File: src/rtl/pkf_pkg.sv
package pkf_pkg;
  localparam int unsigned BYTE_W = 8;
  localparam int unsigned WORD_W = 2 * BYTE_W;

  // number of bytes moved into or out of a FIFO in one cycle
  typedef enum logic [1:0] {
    MOVE_NONE = 2'd0,
    MOVE_ONE  = 2'd1,
    MOVE_TWO  = 2'd2
  } move_t;
endpackage

File: src/rtl/pkf_byte_ring.sv
module pkf_byte_ring
  import pkf_pkg::*;
#(
  parameter  int unsigned DEPTH = 4,
  localparam int unsigned CNT_W = $clog2(DEPTH + 1),
  localparam int unsigned PTR_W = (DEPTH > 1) ? $clog2(DEPTH) : 1
) (
  input  logic              clk,
  input  logic              rst_n,
  input  logic              flush,
  input  move_t             push_n,
  input  logic [WORD_W-1:0] push_data,
  input  move_t             pop_n,
  output logic [CNT_W-1:0]  level,
  output logic [WORD_W-1:0] peek
);

  function automatic logic [PTR_W-1:0] nxt(input logic [PTR_W-1:0] p);
    return (p == PTR_W'(DEPTH - 1)) ? '0 : p + 1'b1;
  endfunction

  logic [BYTE_W-1:0] mem [DEPTH];
  logic [PTR_W-1:0]  wp, rp;
  logic [PTR_W-1:0]  wp1, wp2, rp1, rp2;

  assign wp1 = nxt(wp);
  assign wp2 = nxt(wp1);
  assign rp1 = nxt(rp);
  assign rp2 = nxt(rp1);

  // storage: the caller only issues pushes that fit
  always_ff @(posedge clk) begin
    if (push_n != MOVE_NONE) mem[wp]  <= push_data[BYTE_W-1:0];
    if (push_n == MOVE_TWO)  mem[wp1] <= push_data[WORD_W-1:BYTE_W];
  end

  always_ff @(posedge clk or negedge rst_n) begin
    if (!rst_n) begin
      wp    <= '0;
      rp    <= '0;
      level <= '0;
    end else if (flush) begin
      wp    <= '0;
      rp    <= '0;
      level <= '0;
    end else begin
      unique case (push_n)
        MOVE_ONE: wp <= wp1;
        MOVE_TWO: wp <= wp2;
        default:  wp <= wp;
      endcase
      unique case (pop_n)
        MOVE_ONE: rp <= rp1;
        MOVE_TWO: rp <= rp2;
        default:  rp <= rp;
      endcase
      level <= level + CNT_W'(push_n) - CNT_W'(pop_n);
    end
  end

  assign peek = {mem[rp1], mem[rp]};

endmodule

File: src/rtl/pkf_tx_ctrl.sv
module pkf_tx_ctrl
  import pkf_pkg::*;
#(
  parameter  int unsigned DEPTH = 4,
  localparam int unsigned CNT_W = $clog2(DEPTH + 1)
) (
  input  logic              flush,
  input  logic              wr_en,
  input  logic              wr_wide,
  input  logic              frame_wide,
  input  logic              frame_ready,
  input  logic [CNT_W-1:0]  level,
  input  logic [WORD_W-1:0] peek,
  output move_t             push_n,
  output move_t             pop_n,
  output logic              frame_valid,
  output logic [WORD_W-1:0] frame_data,
  output logic              room_flag
);

  localparam logic [CNT_W-1:0] CAP = CNT_W'(DEPTH);

  logic [CNT_W-1:0] free_b;
  logic             wr_fits;

  always_comb begin
    free_b  = CAP - level;
    wr_fits = wr_wide ? (free_b >= CNT_W'(2)) : (free_b >= CNT_W'(1));

    if (flush || !wr_en || !wr_fits) push_n = MOVE_NONE;
    else if (wr_wide)                push_n = MOVE_TWO;
    else                             push_n = MOVE_ONE;

    frame_valid = frame_wide ? (level >= CNT_W'(2)) : (level >= CNT_W'(1));
    frame_data  = frame_wide ? peek : {{BYTE_W{1'b0}}, peek[BYTE_W-1:0]};

    if (flush || !(frame_valid && frame_ready)) pop_n = MOVE_NONE;
    else if (frame_wide)                        pop_n = MOVE_TWO;
    else                                        pop_n = MOVE_ONE;

    // room for the widest access, so a byte write into the
    // second-to-last slot already drops the flag
    room_flag = free_b >= CNT_W'(2);
  end

endmodule

File: src/rtl/pkf_rx_ctrl.sv
module pkf_rx_ctrl
  import pkf_pkg::*;
#(
  parameter  int unsigned DEPTH = 4,
  localparam int unsigned CNT_W = $clog2(DEPTH + 1)
) (
  input  logic              clk,
  input  logic              rst_n,
  input  logic              flush,
  input  logic              frame_wide,
  input  logic              thr_half,
  input  logic              in_valid,
  input  logic [WORD_W-1:0] in_data,
  input  logic              rd_en,
  input  logic              rd_wide,
  input  logic [CNT_W-1:0]  level,
  input  logic [WORD_W-1:0] peek,
  output move_t             push_n,
  output logic [WORD_W-1:0] push_data,
  output move_t             pop_n,
  output logic [WORD_W-1:0] rd_data,
  output logic              avail_flag,
  output logic              overrun
);

  localparam logic [CNT_W-1:0] CAP = CNT_W'(DEPTH);

  logic [CNT_W-1:0] free_b;
  logic             fits, has1, has2, drop;

  always_comb begin
    free_b = CAP - level;
    fits   = frame_wide ? (free_b >= CNT_W'(2)) : (free_b >= CNT_W'(1));
    has1   = level >= CNT_W'(1);
    has2   = level >= CNT_W'(2);
    drop   = in_valid && !fits;

    if (flush || !in_valid || !fits) push_n = MOVE_NONE;
    else if (frame_wide)             push_n = MOVE_TWO;
    else                             push_n = MOVE_ONE;
    push_data = frame_wide ? in_data : {{BYTE_W{1'b0}}, in_data[BYTE_W-1:0]};

    if (flush || !rd_en || !has1) pop_n = MOVE_NONE;
    else if (rd_wide && has2)     pop_n = MOVE_TWO;
    else                          pop_n = MOVE_ONE;

    rd_data[BYTE_W-1:0]      = has1 ? peek[BYTE_W-1:0] : '0;
    rd_data[WORD_W-1:BYTE_W] = (rd_wide && has2) ? peek[WORD_W-1:BYTE_W] : '0;

    avail_flag = thr_half ? has2 : has1;
  end

  always_ff @(posedge clk or negedge rst_n) begin
    if (!rst_n)     overrun <= 1'b0;
    else if (flush) overrun <= 1'b0;
    else if (drop)  overrun <= 1'b1;
  end

endmodule

File: src/rtl/spi_pack_fifo.sv
module spi_pack_fifo
  import pkf_pkg::*;
#(
  parameter int unsigned DEPTH_BYTES = 4
) (
  input  logic        clk,
  input  logic        rst_n,
  input  logic        frame_wide,
  input  logic        rx_thr_half,
  input  logic        tx_flush,
  input  logic        rx_flush,
  input  logic        reg_wr_en,
  input  logic        reg_wr_wide,
  input  logic [15:0] reg_wr_data,
  input  logic        reg_rd_en,
  input  logic        reg_rd_wide,
  output logic [15:0] reg_rd_data,
  output logic        tx_frame_valid,
  input  logic        tx_frame_ready,
  output logic [15:0] tx_frame_data,
  input  logic        rx_frame_valid,
  input  logic [15:0] rx_frame_data,
  output logic        tx_empty,
  output logic        rx_not_empty,
  output logic        tx_dma_req,
  output logic        rx_dma_req,
  output logic        rx_overrun
);

  localparam int unsigned CNT_W = $clog2(DEPTH_BYTES + 1);

  move_t             tx_push, tx_pop, rx_push, rx_pop;
  logic [CNT_W-1:0]  tx_level, rx_level;
  logic [WORD_W-1:0] tx_peek, rx_peek, rx_wdata;

  pkf_byte_ring #(.DEPTH(DEPTH_BYTES)) i_tx_ring (
    .clk       (clk),
    .rst_n     (rst_n),
    .flush     (tx_flush),
    .push_n    (tx_push),
    .push_data (reg_wr_data),
    .pop_n     (tx_pop),
    .level     (tx_level),
    .peek      (tx_peek)
  );

  pkf_tx_ctrl #(.DEPTH(DEPTH_BYTES)) i_tx_ctrl (
    .flush       (tx_flush),
    .wr_en       (reg_wr_en),
    .wr_wide     (reg_wr_wide),
    .frame_wide  (frame_wide),
    .frame_ready (tx_frame_ready),
    .level       (tx_level),
    .peek        (tx_peek),
    .push_n      (tx_push),
    .pop_n       (tx_pop),
    .frame_valid (tx_frame_valid),
    .frame_data  (tx_frame_data),
    .room_flag   (tx_empty)
  );

  pkf_byte_ring #(.DEPTH(DEPTH_BYTES)) i_rx_ring (
    .clk       (clk),
    .rst_n     (rst_n),
    .flush     (rx_flush),
    .push_n    (rx_push),
    .push_data (rx_wdata),
    .pop_n     (rx_pop),
    .level     (rx_level),
    .peek      (rx_peek)
  );

  pkf_rx_ctrl #(.DEPTH(DEPTH_BYTES)) i_rx_ctrl (
    .clk        (clk),
    .rst_n      (rst_n),
    .flush      (rx_flush),
    .frame_wide (frame_wide),
    .thr_half   (rx_thr_half),
    .in_valid   (rx_frame_valid),
    .in_data    (rx_frame_data),
    .rd_en      (reg_rd_en),
    .rd_wide    (reg_rd_wide),
    .level      (rx_level),
    .peek       (rx_peek),
    .push_n     (rx_push),
    .push_data  (rx_wdata),
    .pop_n      (rx_pop),
    .rd_data    (reg_rd_data),
    .avail_flag (rx_not_empty),
    .overrun    (rx_overrun)
  );

  // DMA requests follow the threshold events of each direction
  assign tx_dma_req = tx_empty;
  assign rx_dma_req = rx_not_empty;

endmodule

File: config.mk
export PLATFORM = sky130hd
export DESIGN_NAME = spi_pack_fifo
export DESIGN_NICKNAME = d
export VERILOG_FILES = /design/src/rtl/pkf_pkg.sv /design/src/rtl/pkf_byte_ring.sv /design/src/rtl/pkf_tx_ctrl.sv /design/src/rtl/pkf_rx_ctrl.sv /design/src/rtl/spi_pack_fifo.sv
export SDC_FILE = /design/constraint.sdc
export NUM_CORES = 1
export LEC_CHECK = 0
export BUFFER_PORTS_ARGS = -buffer_cell sky130_fd_sc_hd__buf_2
export CORE_ASPECT_RATIO = 2
export CORE_MARGIN = 3
export CORE_UTILIZATION = 55
export CTS_CLUSTER_DIAMETER = 60
export DETAILED_ROUTE_END_ITERATION = 10
export GPL_TIMING_DRIVEN = 0
export PLACE_DENSITY = 0.83
export SYNTH_ARGS = -nofsm -noshare
export SYNTH_HDL_FRONTEND = slang
export SYNTH_HIERARCHICAL = 1
export SYNTH_SLANG_ARGS = --single-unit
File: constraint.sdc
create_clock -name clk -period 6.4 [get_ports clk]
set_input_delay 0.96 -clock clk [delete_from_list [all_inputs] [get_ports clk]]
set_output_delay 0.96 -clock clk [all_outputs]
set_load 0.03 [all_outputs]
==> results.yml, run 1 <==
sta:
  tightestPinTransition_ns: 0.956
  fin_tns_setup_ns: 0
  grt_setup_unrepaired: "no"
  setup_viol: 0
  final.period_utilization_pct: 51.4
  fin_ws_ns: 3.11
  finalHoldViolCount: 0
  fmax_ghz: 0.304
  drv_slew: 0
  relSlewSlack_pct: 36.0
  fin_skew_ns: 0.00689
  finalCriticalPeriod_ns: 3.29
worst_setup_path:
  worst_ep_required_time_ns: 5.44
  critPathMaxFanout: 9
  path_class: "reg2out"
  slowest_stage: "mux4_2"
  critical_path_arrival_ns: 2.33
  cp_slowest_stage_delay_ns: 0.55
  timing.critical_path.cells: "ha_1 > nor2_4 > mux4_2 > and2_2 > buf_2"
  critPathCaptureType: "output pin"
  cp_num_buf_inv: 1
  crit_family: "multiplexers"
  start_kind: "flip-flop"
layout:
  antenna_cells: 0
  area_growth_pct: 15.1
  fill_cells: 761
  final_nets: 567
  drive_above_1_share_pct: 47.3
power_and_ir_drop:
  leakagePower_uw: 0.00254
  peakVddDrop_uv: 194
  seqPwrFrac_pct: 31.7
  p_total_uw: 2240
  power_frac_clock_pct: 22.8
  pwr_density_cell_mw_per_mm2: 354
  switchingPower_uw: 857
  netSwitchingFraction_pct: 38.3
  power_frac_comb_pct: 45.6
  intPower_uw: 1380
clocking:
  hold_buffers: 0
  insertion_delay_ns: 0.34
  cts_resized: 0
  path_clk_slew_ns: 0.06
  cts_tree: "done"
  h-tree-depth: 3
  cts_setup_buffers: 0
  cts_buffer_depth: 2
  cts_made_buffers: 9
  cts_sinks: 79
  cts_root_buf: "clkbuf_16"
floorplanning:
  core_mm2: 0.00976
  die_h_um: 147
  die_x_um: 76.6
  num_rows: 51
  start_util_pct: 56.2
  fp.dieArea_mm2: 0.0113
  io_pins: 82
grt:
  grt_pass1_vias: 3885
  use_met2_pct: 44.9
  grt_pass1_wl_mm: 19.4
  track_usage_pct: 22.2
  overflow: 0
  grt_most_used_layer: "met2"
  met3_usage_pct: 3.74
  grt_max_degree: 16
  antenna_found_initial: 0
  use_met1_pct: 21.2
run_status:
  status: "finished clean"
placed_design:
  pre_cts_ws_ns: 2.98
  hpwl_mm: 9.19
  io_buffer_count: 73
  gp_congestion: 0.846
drt:
  drt-initial-drc-count: 191
  wire_per_inst_um: 19.0
  wirelength_mm: 11.9
  antenna_left: 0
  drtPass1Iterations: 4
  drcViolationCount: 0
  vias_per_cell: 5.70
  vias: 3573
yosys:
  syn_nets: 483
  yosysWarnings: 6
  seq_area_frac_synth_pct: 41.9
  synth.avg_cell_area_um2: 13.5
  synth_edf_count: 64
  yosys.cell_types.count: 55
  synth_ff_type: "edfxtp_1"
  synthCells: 406
  synth-async-reset-ratio_pct: 19.0
  syn_area_mm2: 0.00549
  synth_seq_cells: 79
hold_path:
  min_path_type: "reg2reg"
run:
  cap_viol_max_count: 0
==> flip-flops by register name, summed over array words and instances, names as in the netlist <==
register           flops
i_rx_ctrl/overrun      1
i_rx_ring/level        3
i_rx_ring/mem         32
i_rx_ring/rp           2
i_rx_ring/wp           2
i_tx_ring/level        3
i_tx_ring/mem         32
i_tx_ring/rp           2
i_tx_ring/wp           2
==> layout by cell type (no fill, tap or decap), types with 9 or more instances in the layout <==
master / n
clkbuf_16: 9
edfxtp_1: 64
and2_1: 16
a21oi_1: 14
nor2b_1: 15
mux2_2: 58
nor2_1: 19
nand2_1: 10
buf_2: 76
ha_1: 29
mux4_2: 32
dfrtp_1: 15
inv_1: 23
buf_4: 21
==> metal layers <==
metal  share of wire, %  routed length (um)
met2                 61                7210
met5                  0                   0
met3                3.8                 446
met1                 33                3930
met4                2.5                 299
==> stage by stage <==
stage	std cells	hold WS, ns	area, um^2	utilization [%]
finish	627	0.530	6310	64.7
global route	627	0.556	6310	64.7
CTS	627	0.531	6310	64.7
detailed placement	611	0.524	6020	61.6
global placement	611	0.517	6020	61.6
floorplan	406	0.599	5490	-
==> worst paths after layout <==
check | slack [ns] | end | startpoint | cells past startpoint
min in group asynchronous | 0.55 | i_tx_ring/wp[1] | rst_n | 1
worst max register to register | 3.55 | i_rx_ring/mem[1][0] | i_rx_ring/level[0] | 8
worst max-delay path | 3.11 | reg_rd_data[12] | i_rx_ring/rp[0] | 5
worst min-delay path | 0.53 | i_rx_ctrl/overrun | i_rx_ctrl/overrun | 2
worst min register to register | 0.53 | i_rx_ctrl/overrun | i_rx_ctrl/overrun | 2
max in group asynchronous | 5.56 | i_rx_ring/rp[1] | rst_n | 1
==> power by group through the flow <==
stage               logic (uW)  registers, uW  clock network [uW]
floorplan                  782            706                   0
global placement           990            711                   0
detailed placement        1030            719                   0
CTS                       1030            708                 520
global route              1110            719                 539
finish                    1020            708                 509
==> final cells by class <==
cell class	instances	area (um^2)	share of cell area, %
clock inverters	6	68.8	1.09
plain buffers	30	219	3.47
clock buffers	10	229	3.63
repair buffers	73	365	5.79
multi-input cells	273	2880	45.6
flip-flops and latches	79	2300	36.4
inverters	24	90.1	1.43
well taps	132	165	2.62
==> cells by family after synthesis <==
logic type	Yosys count	synth area share [%]
xor gates and xnor gates	7	1.12
AOI/OAI and AO/OA	33	3.86
and+or+nand+nor	100	12.4
buffers and inverters	54	5.63
adders and majority gates	33	8.07
DFF	79	41.9
muxes	100	27.0
==> worst register-to-register path, stage by stage, from the launching register on <==
cell,delay (ns)
dfrtp_1,0.47
inv_1,0.12
ha_1,0.31
a21oi_1,0.14
nand2_1,0.11
o311a_1,0.45
inv_1,0.19
a21oi_1,0.08
nor2_1,0.62
==> Yosys cell counts (2+ instances only) <==
| cell type | instances | share of area (%) |
|---|---|---|
| o311a_1 | 2 | 0.36 |
| mux4_2 | 32 | 13 |
| mux2i_1 | 3 | 0.55 |
| nand2_1 | 10 | 0.68 |
| nand2b_1 | 3 | 0.34 |
| buf_6 | 3 | 0.62 |
| fa_1 | 4 | 1.5 |
| clkbuf_1 | 2 | 0.14 |
| and2_2 | 8 | 1.1 |
| a21oi_1 | 14 | 1.3 |
| and2_1 | 16 | 1.8 |
| xnor2_1 | 5 | 0.80 |
| nor2b_1 | 15 | 1.7 |
| nor2b_4 | 2 | 0.50 |
| ha_1 | 29 | 6.6 |
| mux2_2 | 58 | 12 |
| dfrtp_1 | 15 | 6.8 |
| nor3_1 | 2 | 0.18 |
| nand2_4 | 7 | 1.4 |
| a31oi_1 | 3 | 0.34 |
| buf_4 | 21 | 2.9 |
| edfxtp_1 | 64 | 35 |
| nor2_1 | 19 | 1.3 |
| xor2_1 | 2 | 0.32 |
| inv_1 | 23 | 1.6 |
| buf_2 | 3 | 0.27 |
| o21ai_0 | 6 | 0.55 |
| mux2_1 | 7 | 1.4 |
| o21a_1 | 2 | 0.27 |
Power figures use the tool's default switching activity.
==> run 2: changes to the inputs <==
- CORE_UTILIZATION: 55 -> 52
- clock period: 6.4 -> 3 ns (I/O delays scaled with it)
==> results.yml, run 2 (same netlist as run 1, synthesis figures left out) <==
worst_setup_path:
  rr_endpoint: "i_rx_ring/mem[3][5]"
  timing.rr.start: "i_rx_ring/level[0]"
  critical_path_arrival_ns: 2.79
  critPathMaxFanout: 9
  worst-r2r-setup-slack_ns: 0.17
  rr_worst_depth: 8
  start_kind: "flip-flop"
  critPathCaptureType: "flip-flop"
  path_class: "reg2reg"
  worst_ep_required_time_ns: 2.96
sta:
  holdWs_ns: 0.0501
  tightestPinTransition_ns: 0.917
  grt_setup_unrepaired: "no"
  fin_tns_setup_ns: 0
  fmax_ghz: 0.353
  finalHoldViolCount: 0
  setup_viol: 0
  drv_slew: 0
  fin_skew_ns: 0.00699
  finalCriticalPeriod_ns: 2.83
  final.period_utilization_pct: 94.4
  relSlewSlack_pct: 38.7
drt:
  vias_per_cell: 5.58
  drt-initial-drc-count: 164
  drcViolationCount: 0
  wire_per_inst_um: 18.8
  wirelength_mm: 11.8
  antenna_left: 0
  drtPass1Iterations: 5
  vias: 3516
clocking:
  cts_buffer_depth: 2
  cts_made_buffers: 9
  hold_buffers: 0
  h-tree-depth: 3
  cts_root_buf: "clkbuf_16"
  insertion_delay_ns: 0.33
  path_clk_slew_ns: 0.06
  cts_sinks: 79
  cts_tree: "done"
run:
  cap_viol_max_count: 0
floorplanning:
  core_mm2: 0.0102
  num_rows: 52
  die_h_um: 151
  fp.dieArea_mm2: 0.0119
  start_util_pct: 53.7
  io_pins: 82
  die_x_um: 78.6
layout:
  final_nets: 567
  final_cell_mix: "buf_2, edfxtp_1, mux2_2"
  antenna_cells: 0
  area_growth_pct: 14.9
  layout_commonest_cell: "buf_2"
  reg_top3: "i_rx_ring/mem (32), i_tx_ring/mem (32)"
  drive_above_1_share_pct: 47.9
grt:
  grt_pass1_wl_mm: 18.8
  overflow: 0
  grt_pass1_vias: 3802
  antenna_found_initial: 0
  grt_max_degree: 16
  track_usage_pct: 20.9
placed_design:
  io_buffer_count: 73
  hpwl_mm: 9.39
  gp_congestion: 0.787
power_and_ir_drop:
  peakVddDrop_uv: 496
  pwr_density_cell_mw_per_mm2: 745
  leakagePower_uw: 0.00253
run_status:
  status: "finished clean"
hold_path:
  min_path_type: "in2async"
run 2: final cells by class:
type                    count  area, um^2
plain buffers              30         219
multi-input cells         273        2880
inverters                  24        90.1
repair buffers             73         365
clock inverters             7        55.1
well taps                 135         169
fillers                   822        3910
flip-flops and latches     79        2300
clock buffers               9         225
run 2: metal layers:
metal / track usage [%] / vias up / share of wire, %
li1: - / 1656 / -
met1: 18.9 / 1735 / 32
met2: 43.5 / 100 / 62
met3: 3.57 / 25 / 3.4
met4: 8.06 / 0 / 2.2
met5: 0 / - / 0
run 2: critical path, cell delays in order (launching register included):
cell and delay, ns:
dfrtp_1 0.48, inv_1 0.12, ha_1 0.30, a21oi_1 0.12, nand2_1 0.10, o311a_1 0.44, inv_1 0.19, a21oi_1 0.08
nor2_1 0.61
run 2: stage by stage:
| stage | setup slack, ns | instances | util (%) | power, uW | area (um^2) |
|---|---|---|---|---|---|
| global placement | 0.138 | 614 | 58.9 | 3630 | 6020 |
| finish | 0.169 | 630 | 61.7 | 4700 | 6300 |
| global route | 0.00577 | 630 | 61.7 | 4960 | 6300 |
| floorplan | 0.464 | 406 | - | 3180 | 5490 |
| CTS | 0.115 | 630 | 61.7 | 4740 | 6300 |
| detailed placement | 0.0925 | 614 | 58.9 | 3710 | 6020 |
run 2: how the worst max path moves through the flow:
stage	startpoint	to	slack [ns]	cells after the start
final	i_rx_ring/level[0]	i_rx_ring/mem[3][5]	0.17	8
after global routing	i_rx_ring/level[0]	i_rx_ring/mem[3][5]	0.006	8
after CTS	i_rx_ring/level[0]	i_rx_ring/mem[0][5]	0.12	8
after detailed placement	frame_wide	i_rx_ring/level[2]	0.09	9
after global placement	frame_wide	i_rx_ring/level[2]	0.14	9
after floorplan	i_rx_ring/level[0]	i_rx_ring/level[2]	0.46	11
run 2: where the power goes:
group	total (uW)	leakage [uW]	internal (uW)	switching [uW]
Clock	1020	0.000134	567	449
Sequential	1510	0.000787	1390	129
Combinational	2170	0.00161	907	1260
run 2: repair_timing:
item                       CTS  global route
gates resized for setup      0             2
setup endpoints to repair    0            10
setup buffers                0             0
